--- config.mk ---
export PLATFORM = sky130hd
export DESIGN_NAME = autoinc_wr_fifo
export DESIGN_NICKNAME = d
export VERILOG_FILES = /design/src/rtl/aiwf_pkg.sv /design/src/rtl/aiwf_ctrl.sv /design/src/rtl/aiwf_dpath.sv /design/src/rtl/autoinc_wr_fifo.sv
export SDC_FILE = /design/constraint.sdc
export NUM_CORES = 1
export LEC_CHECK = 0
export ABC_AREA = 1
export BUFFER_PORTS_ARGS = -buffer_cell sky130_fd_sc_hd__buf_2
export CORE_ASPECT_RATIO = 0.75
export CORE_MARGIN = 2
export CORE_UTILIZATION = 60
export DETAILED_ROUTE_END_ITERATION = 6
export PLACE_DENSITY = 0.78
export SLEW_MARGIN = 20
export SYNTH_ARGS = -nofsm -noshare
export SYNTH_HDL_FRONTEND = slang
export SYNTH_SLANG_ARGS = --single-unit
--- constraint.sdc ---
create_clock -name clk -period 7 [get_ports clk]
set_input_delay 0.35 -clock clk [delete_from_list [all_inputs] [get_ports clk]]
set_output_delay 0.35 -clock clk [all_outputs]
set_load 0.005 [all_outputs]
--- src/rtl/aiwf_pkg.sv ---
package aiwf_pkg;

  typedef enum logic [1:0] {
    KIND_OTHER_LO = 2'b00,
    KIND_AUTO     = 2'b01,
    KIND_ADDR     = 2'b10,
    KIND_OTHER_HI = 2'b11
  } hostKind_e;

  typedef struct packed {
    logic push;
    logic pop;
    logic loadAddr;
  } ctrlStrb_t;

endpackage

--- src/rtl/aiwf_ctrl.sv ---
module aiwf_ctrl
  import aiwf_pkg::*;
#(
  parameter int DEPTH  = 8,
  parameter int THRESH = 4,
  localparam int CNT_W = $clog2(DEPTH + 1)
) (
  input  logic             clk,
  input  logic             rstN,
  input  logic             hostValid,
  input  logic [1:0]       hostKind,
  input  logic             memAck,
  output logic             hostReady,
  output logic             memReq,
  output ctrlStrb_t        strb,
  output logic [CNT_W-1:0] fillLevel
);

  logic [CNT_W-1:0] count, countNext;
  logic burstActive, burstNext;
  logic isEmpty, isFull, isFlushKind, flushNeed, accept;

  assign isEmpty     = (count == '0);
  assign isFull      = (count == CNT_W'(DEPTH));
  assign isFlushKind = (hostKind != KIND_AUTO);
  assign flushNeed   = hostValid && isFlushKind && !isEmpty;

  // Flush-type accesses wait for an empty queue; autoincrement waits only on full.
  assign hostReady = rstN && !isFull && !flushNeed;
  assign accept    = hostValid && hostReady;

  assign memReq = !isEmpty &&
                  (burstActive || (count >= CNT_W'(THRESH)) || flushNeed);

  always_comb begin
    strb          = '0;
    strb.push     = accept && (hostKind == KIND_AUTO);
    strb.loadAddr = accept && (hostKind == KIND_ADDR);
    strb.pop      = memReq && memAck;
    countNext     = count + CNT_W'(strb.push) - CNT_W'(strb.pop);
    burstNext     = memReq && (countNext != '0);
  end

  always_ff @(posedge clk or negedge rstN) begin
    if (!rstN) begin
      count       <= '0;
      burstActive <= 1'b0;
    end else begin
      count       <= countNext;
      burstActive <= burstNext;
    end
  end

  assign fillLevel = count;

endmodule

--- src/rtl/aiwf_dpath.sv ---
module aiwf_dpath
  import aiwf_pkg::*;
#(
  parameter int DEPTH  = 8,
  parameter int ADDR_W = 32,
  parameter int DATA_W = 32,
  localparam int PTR_W = $clog2(DEPTH)
) (
  input  logic              clk,
  input  logic              rstN,
  input  ctrlStrb_t         strb,
  input  logic [DATA_W-1:0] hostData,
  output logic [ADDR_W-1:0] memAddr,
  output logic [DATA_W-1:0] memData,
  output logic [ADDR_W-1:0] nextAddr
);

  logic [ADDR_W-1:0] addrMem [DEPTH];
  logic [DATA_W-1:0] dataMem [DEPTH];
  logic [PTR_W-1:0]  wrPtr, rdPtr, wrPtrInc, rdPtrInc;
  logic [ADDR_W-1:0] wrAddr;

  // Pointer advance: natural wrap for a power-of-two depth, explicit compare otherwise.
  generate
    if ((1 << PTR_W) == DEPTH) begin : g_pow2
      assign wrPtrInc = wrPtr + 1'b1;
      assign rdPtrInc = rdPtr + 1'b1;
    end else begin : g_mod
      assign wrPtrInc = (wrPtr == PTR_W'(DEPTH - 1)) ? '0 : wrPtr + 1'b1;
      assign rdPtrInc = (rdPtr == PTR_W'(DEPTH - 1)) ? '0 : rdPtr + 1'b1;
    end
  endgenerate

  always_ff @(posedge clk or negedge rstN) begin
    if (!rstN) begin
      wrPtr  <= '0;
      rdPtr  <= '0;
      wrAddr <= '0;
    end else begin
      if (strb.push) begin
        wrPtr  <= wrPtrInc;
        wrAddr <= wrAddr + 1'b1;
      end else if (strb.loadAddr) begin
        wrAddr <= hostData[ADDR_W-1:0];
      end
      if (strb.pop) rdPtr <= rdPtrInc;
    end
  end

  // Storage: each entry keeps the address it was queued with.
  always_ff @(posedge clk) begin
    if (strb.push) begin
      addrMem[wrPtr] <= wrAddr;
      dataMem[wrPtr] <= hostData;
    end
  end

  assign memAddr  = addrMem[rdPtr];
  assign memData  = dataMem[rdPtr];
  assign nextAddr = wrAddr;

endmodule

--- src/rtl/autoinc_wr_fifo.sv ---
module autoinc_wr_fifo
  import aiwf_pkg::*;
#(
  parameter int DEPTH  = 8,
  parameter int THRESH = 4,
  parameter int ADDR_W = 32,
  parameter int DATA_W = 32
) (
  input  logic              clk,
  input  logic              rstN,
  input  logic              hostValid,
  input  logic [1:0]        hostKind,
  input  logic [DATA_W-1:0] hostData,
  output logic              hostReady,
  output logic              memReq,
  input  logic              memAck,
  output logic [ADDR_W-1:0] memAddr,
  output logic [DATA_W-1:0] memData
);

  localparam int CNT_W = $clog2(DEPTH + 1);

  ctrlStrb_t         strb;
  logic [CNT_W-1:0]  fillLevel;
  logic [ADDR_W-1:0] nextAddr;

  aiwf_ctrl #(.DEPTH(DEPTH), .THRESH(THRESH)) u_ctrl (
    .clk(clk), .rstN(rstN), .hostValid(hostValid), .hostKind(hostKind),
    .memAck(memAck), .hostReady(hostReady), .memReq(memReq),
    .strb(strb), .fillLevel(fillLevel)
  );

  aiwf_dpath #(.DEPTH(DEPTH), .ADDR_W(ADDR_W), .DATA_W(DATA_W)) u_dpath (
    .clk(clk), .rstN(rstN), .strb(strb), .hostData(hostData),
    .memAddr(memAddr), .memData(memData), .nextAddr(nextAddr)
  );

endmodule

==> results of run 1 <==
power by group through the flow:
stage	Combinational [mW]	Sequential, mW	Clock [mW]
after global routing	3.29	4.45	3.10
after CTS	2.94	4.41	2.97
after detailed placement	2.91	4.47	0
after global placement	2.83	4.45	0
after floorplan	2.11	4.24	0
final	2.95	4.42	2.94
cells in the mapped netlist:
cell / n
a21oi_1: 2
a21oi_2: 1
and2_1: 2
and3_1: 1
buf_1: 3
buf_2: 28
buf_4: 15
buf_6: 8
clkbuf_1: 55
dfrtp_1: 43
edfxtp_1: 512
fa_1: 1
ha_1: 10
inv_1: 54
inv_2: 3
nand2_1: 428
nand2_2: 2
nand3_1: 34
nand3_2: 2
nand3b_1: 10
nand4_1: 3
nor2_1: 429
nor2_2: 8
nor2_4: 1
nor3_1: 5
o211ai_1: 1
o21ai_0: 135
o21ai_1: 2
o21bai_1: 5
o32ai_1: 128
xnor2_1: 4
xor2_1: 12
cells by family (layout without fill, tap and decap cells):
logic type	count (synthesis)	count (layout)	share of synthesized area (%)
compound gates	274	274	8.13
xor+xnor	16	16	0.609
fa+ha+maj	11	11	0.631
buf+inv	166	281	3.37
flops	555	555	71.5
simple gates	925	925	15.7
timing repair:
item,4_1_cts,5_1_grt
endpoints found under the hold margin,43,0
setup endpoints to repair,0,0
hold buffers,1,0
cell type report:
type                            count  area share (%)
Multi-Input combinational cell   1226            22.6
Clock buffer                       69            5.59
Tap cell                          512            2.49
Clock inverter                     28            1.40
Sequential cell                   555            64.0
Inverter                           57           0.851
Timing Repair Buffer              127            3.03
registers in the layout, indices dropped and copies added, names as in the netlist:
signal and flops:
u_ctrl.burstActive 1, u_ctrl.fillLevel 4, u_dpath.addrMem 256, u_dpath.dataMem 256, u_dpath.nextAddr 32, u_dpath.rdPtr 3, u_dpath.wrPtr 3
stage by stage:
stage	instances	setup slack, ns
CTS	2571	2.46
global placement	2472	2.47
floorplan	1947	0.810
finish	2574	2.59
detailed placement	2473	2.42
global route	2574	2.27
critical path: stages:
cell           delay (ns)
dlygate4sd3_1        0.52
buf_2                0.10
buf_4                0.50
inv_1                0.08
a21oi_1              0.30
nand3_2              0.18
nor2_4               0.67
nand2_1              0.39
nor2_4               0.78
buf_4                0.65
worst paths after layout:
| path | slack (ns) | endpoint | startpoint | cells after the start |
|---|---|---|---|---|
| setup / recovery | 2.59 | u_dpath.addrMem[1][4] | rstN | 10 |
| max in group asynchronous | 6.07 | u_dpath.rdPtr[1] | rstN | 3 |
| min in group asynchronous | 0.43 | u_dpath.wrPtr[2] | rstN | 3 |
| hold reg to reg | 0.61 | u_ctrl.fillLevel[0] | u_ctrl.fillLevel[0] | 1 |
| setup reg to reg | 2.98 | u_dpath.addrMem[1][4] | u_ctrl.fillLevel[2] | 8 |
| hold / removal | 0.07 | u_dpath.dataMem[5][21] | hostData[21] | 1 |
metal layers:
layer | part of all wire, % | wire length (um)
met5 | 0 | 0
met4 | 2.2 | 1150
met3 | 8.3 | 4400
met2 | 47 | 25100
met1 | 42 | 22500
cell usage in the layout, fill, tap and decap left out, types with 8 or more instances in the layout:
cell,instances
edfxtp_1,512
nand2_1,428
nor2_1,425
o21ai_0,135
o32ai_1,128
buf_2,103
inv_1,53
clkbuf_16,53
dfrtp_1,40
nand3_1,34
buf_4,17
xor2_1,12
clkinv_2,12
clkbuf_1,11
nand3b_1,10
ha_1,10
nor2_2,8
bufinv_16,8
==> impl_results.md, run 1 <==
- Core box area: 0.0380 mm^2
- Starting density of the core: roughly 61%
- Vias in the first global route: around 15000
- Switching pwr: 3.56 mW
- Worst-path clk slew: approximately 0.07 ns
- DP HPWL: 29.5 mm
- DRC viols: 0
- Pre-Repair DR Iteration Count: 6
- Netlist Area Pre-Place: ~0.023 mm^2
- First-pass GRT wire length: slightly above 80 mm
- Antenna Nets Post-Route: 0
- Die width: around 230 um
- Drt wl/cell: 20.7 um
- Cell taking the most area after synthesis: edfxtp_1
- Synth Instances: ~1900
- Register area share after synthesis: 71.5%
- Flop pwr share: 42.8%
- Gate power share: 28.7%
- LEAKAGE: just over 9 nW
- CTS root buffer: clkbuf_16
- Final Max Slew Viols: 0
- Final Hold Fails: 0
- Cell-internal power: 6.75 mW
- Worst skew pair latency: 0.58 ns
- Site row count: 62
- Design Area, Final: 0.0257 mm^2
- Total GRT Usage: 26.6%
- Headroom to the max-slew limit: 29.7%
- Placed inst area: approximately 0.024 mm^2
- GP Congestion: 0.898
- Synthesized flop and latch total: 555
- Worst hold slack: 0.0723 ns
- First DRT Iteration DRCs: 1802
- Fillers: 2651
- Clk sinks: 555
- Resized cells post-CTS: 0
- Sw Ratio: 34.5%
- CTS tree: yes
- PwrDens: 401 mW/mm^2
- Req. time, crit path: 7.19 ns
- Routed WL: 53.2 mm
- Number of setup buffers added after CTS: 0
- Total negative setup slack: 0 ns
- Die height: 174 um
- Clk buf depth: 3
- Most used routing layer: met2
- Met2 Use GR: a little over two fifths
- Synth top area share: 66.8%
- Met1 GRT Util: 38.7%
- Initial antenna violation count: 0
- Largest net degree at the start of global routing: about 260
- Via Count: around 15000
- Register area: 0.0165 mm^2
- Most area-consuming cells after synthesis: edfxtp_1 (67%), nor2_1 (7.0%), nand2_1 (7.0%)
- Yosys warnings: 0
- CP Launch Type: primary input
- TritonCTS Buffers: 52
- I/O Buffers: 103
- Clock share of power: 28.5%
- Total grt overflow: 0
- Fin util: 67.7%
- Ant. Diodes: 0
- Syn avg cell area: 11.8 um^2
- Worst Path Max Fanout: 45
- Max-cap violations: 0
- Setup CP Type: primary input to register
- Area grow syn2layout: 11.8%
- Unrepaired setup endpoints after global routing: no
- Avg Vias per Cell: 5.97
- Max VDD drop: 510 uV
- Num ports: 104
- Worst Skew: 0.0253 ns
- Syn nets: 1996
- Layout cells sized above 1: 11.6%
- Unique masters post-synth: 32
- Final setup fails: 0
- Area occupied by multi-input gates: 0.00582 mm^2
- Outcome: finished, final reports clean
- H-tree depth: 2
- Crit path DAT: 4.60 ns
- Power, Total: just over 10 mW
- Worst Hold Class: primary input to register
- Max Clk Rate: 227 MHz
- Tmin final: 4.41 ns
- Crit share post-route: between 60% and 70%
- Net count, final: 2068
- Worst-margin pin slew: 1.05 ns
- Crit. End Element: register
- Met3 Track Usage GR: 4.29%
- Die footprint: 0.0399 mm^2
Power figures use the tool's default switching activity.
==> run 2: changes to the inputs <==
Settings changed: ABC_AREA 1 to 0.
Clock period 7 ns to 4.5 ns, I/O delays scaled along.
==> impl_results.md, run 2 <==
- Outcome: finished, final reports clean
- Ant. Diodes: 0
- Worst hold slack: 0.0118 ns
- Worst Hold Class: primary input to register
- Clk sinks: approximately 560
- CTS root buffer: clkbuf_16
- Req. time, crit path: 4.28 ns
- Number of setup buffers added after CTS: 0
- Synth top area share: around 70%
- PwrDens: roughly 580 mW/mm^2
- Crit. End Element: output port
- Core box area: 0.0359 mm^2
- Antenna Nets Post-Route: 0
- Commonest non-fill, non-tap cells in the layout: edfxtp_1 (512), mux4_2 (128), buf_2 (103)
- Yosys warnings: 0
- Worst Skew: 0.0259 ns
- Worst Path Max Fanout: 35
- Worst skew pair latency: a little under 0.6 ns
- Resized cells post-CTS: 0
- Die height: between 150 and 200 um
- CTS tree: yes
- Starting density of the core: 61.0%
- Routed WL: 45.3 mm
- Final Hold Fails: 0
- R2R Setup Slk: approximately 1.5 ns
- TritonCTS Buffers: 49
- Post-synth ARST share: ~7.7%
- First DRT Iteration DRCs: 1238
- DRC viols: 0
- GP Congestion: 0.887
- Hold buffers post-CTS: 18
- Post-synth EDFFs: 512
- Fin util: just under 70%
- Worst Path Buf+Inv: 2
- Worst-path clk slew: 0.06 ns
- Layout cells sized above 1: 33.7%
- Cell taking the most area after synthesis: edfxtp_1
- Hold path depth: 1
- Max VDD drop: 401 uV
- Post-synth top cells: edfxtp_1 (512), mux4_2 (128), mux2_2 (65)
- Design Area, Final: 0.0248 mm^2
- Min-Delay Endpoint: u_dpath.dataMem[3][20]
- Worst stage delay on the critical path: 0.95 ns
- Final Max Slew Viols: 0
- DP HPWL: about 25 mm
- Largest net degree at the start of global routing: 67
- Syn nets: 1086
- Count leader, synth: edfxtp_1
- Commonest non-fill, non-tap cell in the layout: edfxtp_1
- Total negative setup slack: 0 ns
- Clk buf depth: 3
- Die width: approximately 220 um
- Most area-consuming cells after synthesis: edfxtp_1 (70%), mux4_2 (13%), dfrtp_1 (4.9%)
- Headroom to the max-slew limit: 40.8%
- Total grt overflow: 0
- CP Cell Sequence: buf_12 -> mux4_2 -> mux2_2 -> buf_2
- Register area share after synthesis: about three quarters
- LEAKAGE: approximately 8 nW
- Crit path DAT: 2.96 ns
- FF-to-FF Start: u_ctrl.fillLevel[2]
- CP Launch Type: register
- Unrepaired setup endpoints after global routing: no
- Pre-Repair DR Iteration Count: 6
- Net count, final: 1232
- Synthesized flop and latch total: around 560
- Setup CP Type: register to output port
- Placed inst area: 0.0231 mm^2
- H-tree depth: 2
- Avg Vias per Cell: 6.49
- Crit share post-route: 70.7%
- Num ports: between 100 and 150
- Vias in the first global route: about 11000
- First-pass GRT wire length: 68.6 mm
- Die footprint: 0.0380 mm^2
- Total GRT Usage: 24.3%
- Hold Startpoint: hostData[20]
- Synth Instances: a little over 1000
- Site row count: 60
- Initial antenna violation count: 1
- Final setup fails: 0
- Max-cap violations: 0
- Syn avg cell area: 21.1 um^2
- Unique masters post-synth: 66
- Slowest CP cell: dfrtp_4
- Drt wl/cell: 26.8 um
- Largest delay contributor family on the critical path: flip-flops
- I/O Buffers: 103
- Via Count: roughly 11000
- Cell depth of the worst flop-to-flop path: 7
- Tmin final: 3.18 ns
- Worst-margin pin slew: 0.889 ns
- Synth Flop Type: edfxtp_1
- Reg2reg end: u_dpath.dataMem[5][17]
- Area grow syn2layout: 13.2%
- Max Clk Rate: between 300 and 400 MHz
- Netlist Area Pre-Place: roughly 0.022 mm^2
[run 2: layout make-up]
type                       count  area [um^2]
timing repair buffer         146          946
tap                          465          582
clock buffer                  69         1360
sequential                   555        16500
inverter                      10         37.5
clock inverter                22          146
fill                        2168        11100
multi-input combinational    421         5250
[run 2: layer usage]
layer | up-vias | GRT usage [%] | share of wire [%]
met4 | 0 | 5.53 | 1.7
met3 | 66 | 3.53 | 7.3
li1 | 4625 | - | -
met5 | - | 0 | 0
met1 | 5729 | 37.4 | 43
met2 | 534 | 38.0 | 48
[run 2: report_power, final]
group	switching, mW	total (mW)	internal, mW
Sequential	0.670	6.75	6.08
Clock	1.78	3.96	2.18
Combinational	1.58	3.60	2.02
Total	4.04	14.3	10.3
[run 2: kinds of logic after synthesis]
| logic type | count (synthesis) | share of synthesized area, % |
|---|---|---|
| AO/OA/AOI/OAI | 82 | 2.65 |
| XOR/XNOR | 7 | 0.280 |
| multiplexers | 195 | 16.6 |
| flip-flops | 555 | 75.2 |
| buffers and inverters | 61 | 1.32 |
| AND/OR/NAND/NOR | 126 | 3.32 |
| adder cells (fa/ha/maj) | 11 | 0.663 |
[run 2: worst max-delay path by stage]
| stage | start | slack [ns] | cells past startpoint | endpoint |
|---|---|---|---|---|
| after floorplan | u_ctrl.fillLevel[2] | -0.73 | 7 | u_dpath.addrMem[2][0] |
| after global placement | u_ctrl.fillLevel[2] | 1.57 | 8 | u_dpath.dataMem[4][14] |
| after detailed placement | u_ctrl.fillLevel[2] | 1.51 | 7 | u_dpath.dataMem[5][5] |
| after CTS | u_dpath.rdPtr[0] | 1.26 | 4 | memAddr[0] |
| after global routing | u_dpath.rdPtr[0] | 1.19 | 4 | memAddr[0] |
| final | u_dpath.rdPtr[0] | 1.32 | 4 | memAddr[0] |
[run 2: worst reg2reg max path: cells and delay by family, from the launching register on]
kind | cells | cell delay [ns]
adders and majority gates | 1 | 0.24
and+or+nand+nor | 4 | 1.28
DFF | 1 | 0.32
buffers and inverters | 2 | 0.79
[run 2: stage by stage]
| stage | worst slack [ns] | power (mW) | std cells |
|---|---|---|---|
| 2_1_floorplan | -0.735 | 9.11 | 1037 |
| 3_3_place_gp | 1.57 | 10.4 | 1579 |
| 3_5_place_dp | 1.51 | 10.5 | 1579 |
| 4_1_cts | 1.26 | 14.4 | 1688 |
| 5_1_grt | 1.19 | 14.9 | 1688 |
| 6_report | 1.32 | 14.3 | 1688 |
==> run 3: changes to the inputs <==
Settings changed: CORE_UTILIZATION 60 to 55, PLACE_DENSITY 0.78 to 0.75.
Clock period 4.5 ns to 2.7 ns, I/O delays scaled along.
==> impl_results.md, run 3 (synthesized netlist as in run 2, its figures left out) <==
- Site row count: between 60 and 70
- Total GRT Usage: 22.6%
- Reg2reg end: u_ctrl.burstActive
- Gate power share: 27.3%
- Clock share of power: 28.9%
- Pre-Repair DR Iteration Count: 7
- Req. time, crit path: between 2 and 3 ns
- Worst-path clk slew: 0.07 ns
- FF-to-FF Start: u_ctrl.fillLevel[2]
- Setup CP Type: register to output port
- CTS root buffer: clkbuf_16
- Crit path launch: u_dpath.rdPtr[0]
- Outcome: finished with violations
- Vias in the first global route: 11131
- DRC viols: 1
- Power, Total: about 25 mW
- Crit path DAT: between 2 and 2.5 ns
- Final setup fails: 0
- PwrDens: 974 mW/mm^2
- Hold path depth: 5
- Layout cells sized above 1: 35.7%
- Final Hold Fails: 0
- Min-Delay Endpoint: u_dpath.nextAddr[14]
- Switching pwr: 6.95 mW
- Worst hold slack: a little under 0.2 ns
- Commonest non-fill, non-tap cell in the layout: edfxtp_1
- GP Congestion: between 0.8 and 0.9
- Dpl cells: 1653
- Die height: 177 um
- Largest net degree at the start of global routing: 53
- TritonCTS Buffers: 51
- CP Launch Type: register
- CTS tree: yes
- Headroom to the max-slew limit: 54.4%
- Clk sinks: 555
- Starting density of the core: 55.5%
- Area grow syn2layout: 17.1%
- Commonest non-fill, non-tap cells in the layout: edfxtp_1 (512), mux4_2 (128), buf_2 (103)
- Routed WL: 45.9 mm
- Hold Startpoint: hostValid
- Worst skew pair latency: 0.58 ns
- Failing checks: DRC
- Core box area: 0.0394 mm^2
- Max Clk Rate: 380 MHz
- First DRT Iteration DRCs: 1103
- LEAKAGE: 8.50 nW
- Sw Ratio: between 20% and 30%
- Routed length on met3: ~3.1 mm
- Avg Vias per Cell: 6.17
- WL met1: 19.9 mm
- Drt wl/cell: roughly 26 um
- Final Non-Filler Cells: 1790
- Max-cap violations: 0
- Highest routed layer: met4
- Initial antenna violation count: 0
- Total negative setup slack: 0 ns
- Max VDD drop: approximately 760 uV
- Worst Skew: 0.0203 ns
- Crit share post-route: between 90% and 100%
- Design Area, Final: 0.0256 mm^2
- Crit. End Element: output port
- R2R Setup Slk: 0.07 ns
- H-tree depth: 2
- First-pass GRT wire length: 68.7 mm
- Met2 WL: 22.0 mm
- Ant. Diodes: 0
- Cell depth of the worst flop-to-flop path: 10
- Die footprint: just over 0.04 mm^2
- Antenna Nets Post-Route: 0
- Cell-internal power: 18.0 mW
- Clk buf depth: 3
- I/O Buffers: 103
- Die width: 234 um
- Placed inst area: 0.0235 mm^2
- Tmin final: 2.63 ns
- Total grt overflow: 0
- Num ports: about 100
- Final Max Slew Viols: 0
- Worst Hold Class: primary input to register
- Flop pwr share: 43.8%
- Worst Path Max Fanout: 27
- Via Count: approximately 11000
- DP HPWL: 26.6 mm
- Net count, final: 1276
- Worst-margin pin slew: 0.684 ns
[run 3: cell count changes in the layout (fill, tap and decap cells not counted), sizes merged]
cell	previous run	this run
clkbuf	69	67
inv	13	12
buf	128	155
clkinv	17	21
dlygate4sd3	18	33
bufinv	1	5
[run 3: per-layer routing]
metal / vias up / GRT usage, %
li1: 4721 / -
met1: 5803 / 34.0
met2: 440 / 36.0
met3: 76 / 3.21
met4: 0 / 5.11
met5: - / 0
[run 3: power groups by stage]
| stage | Combinational [mW] | Sequential (mW) | Clock (mW) |
|---|---|---|---|
| CTS | 6.81 | 10.9 | 7.30 |
| global route | 7.39 | 11.0 | 7.63 |
| finish | 6.82 | 10.9 | 7.21 |
| floorplan | 4.52 | 10.7 | 0 |
| global placement | 6.59 | 11.1 | 0 |
| detailed placement | 6.66 | 11.2 | 0 |
[run 3: worst max-delay path by stage]
stage | to | slack (ns)
global route | u_ctrl.burstActive | -0.02
finish | memAddr[19] | 0.07
CTS | memAddr[6] | 0.004
detailed placement | u_ctrl.burstActive | 0.02
global placement | u_ctrl.burstActive | 0.06
floorplan | u_dpath.addrMem[2][0] | -1.0
[run 3: cell type report]
class,instances,area [um^2]
clock buffers,67,1410
flip-flops and latches,555,16500
fillers,2585,13800
repair buffers,188,1470
multi-input cells,421,5310
well taps,520,651
clock inverters,29,278
inverters,10,40.0
[run 3: critical path, stage by stage, from the launching register on]
cell and delay (ns):
dfrtp_4 0.60, buf_12 0.27, mux4_2 0.56, mux2_2 0.32, buf_2 0.14
[run 3: timing repair]
action | CTS | global route
buffers inserted | 1 | 7
endpoints found under the hold margin | 324 | 0
setup endpoints to repair | 59 | 16
hold buffers | 33 | 0
resized for setup | 0 | 8
pin swaps | 1 | 5
gates cloned | 0 | 0
[run 3: per-stage QoR]
step	worst slack, ns	utilization, %
finish	0.0704	65.0
global route	-0.0168	65.0
CTS	0.00437	64.8
detailed placement	0.0178	59.6
global placement	0.0629	59.6
floorplan	-0.998	-
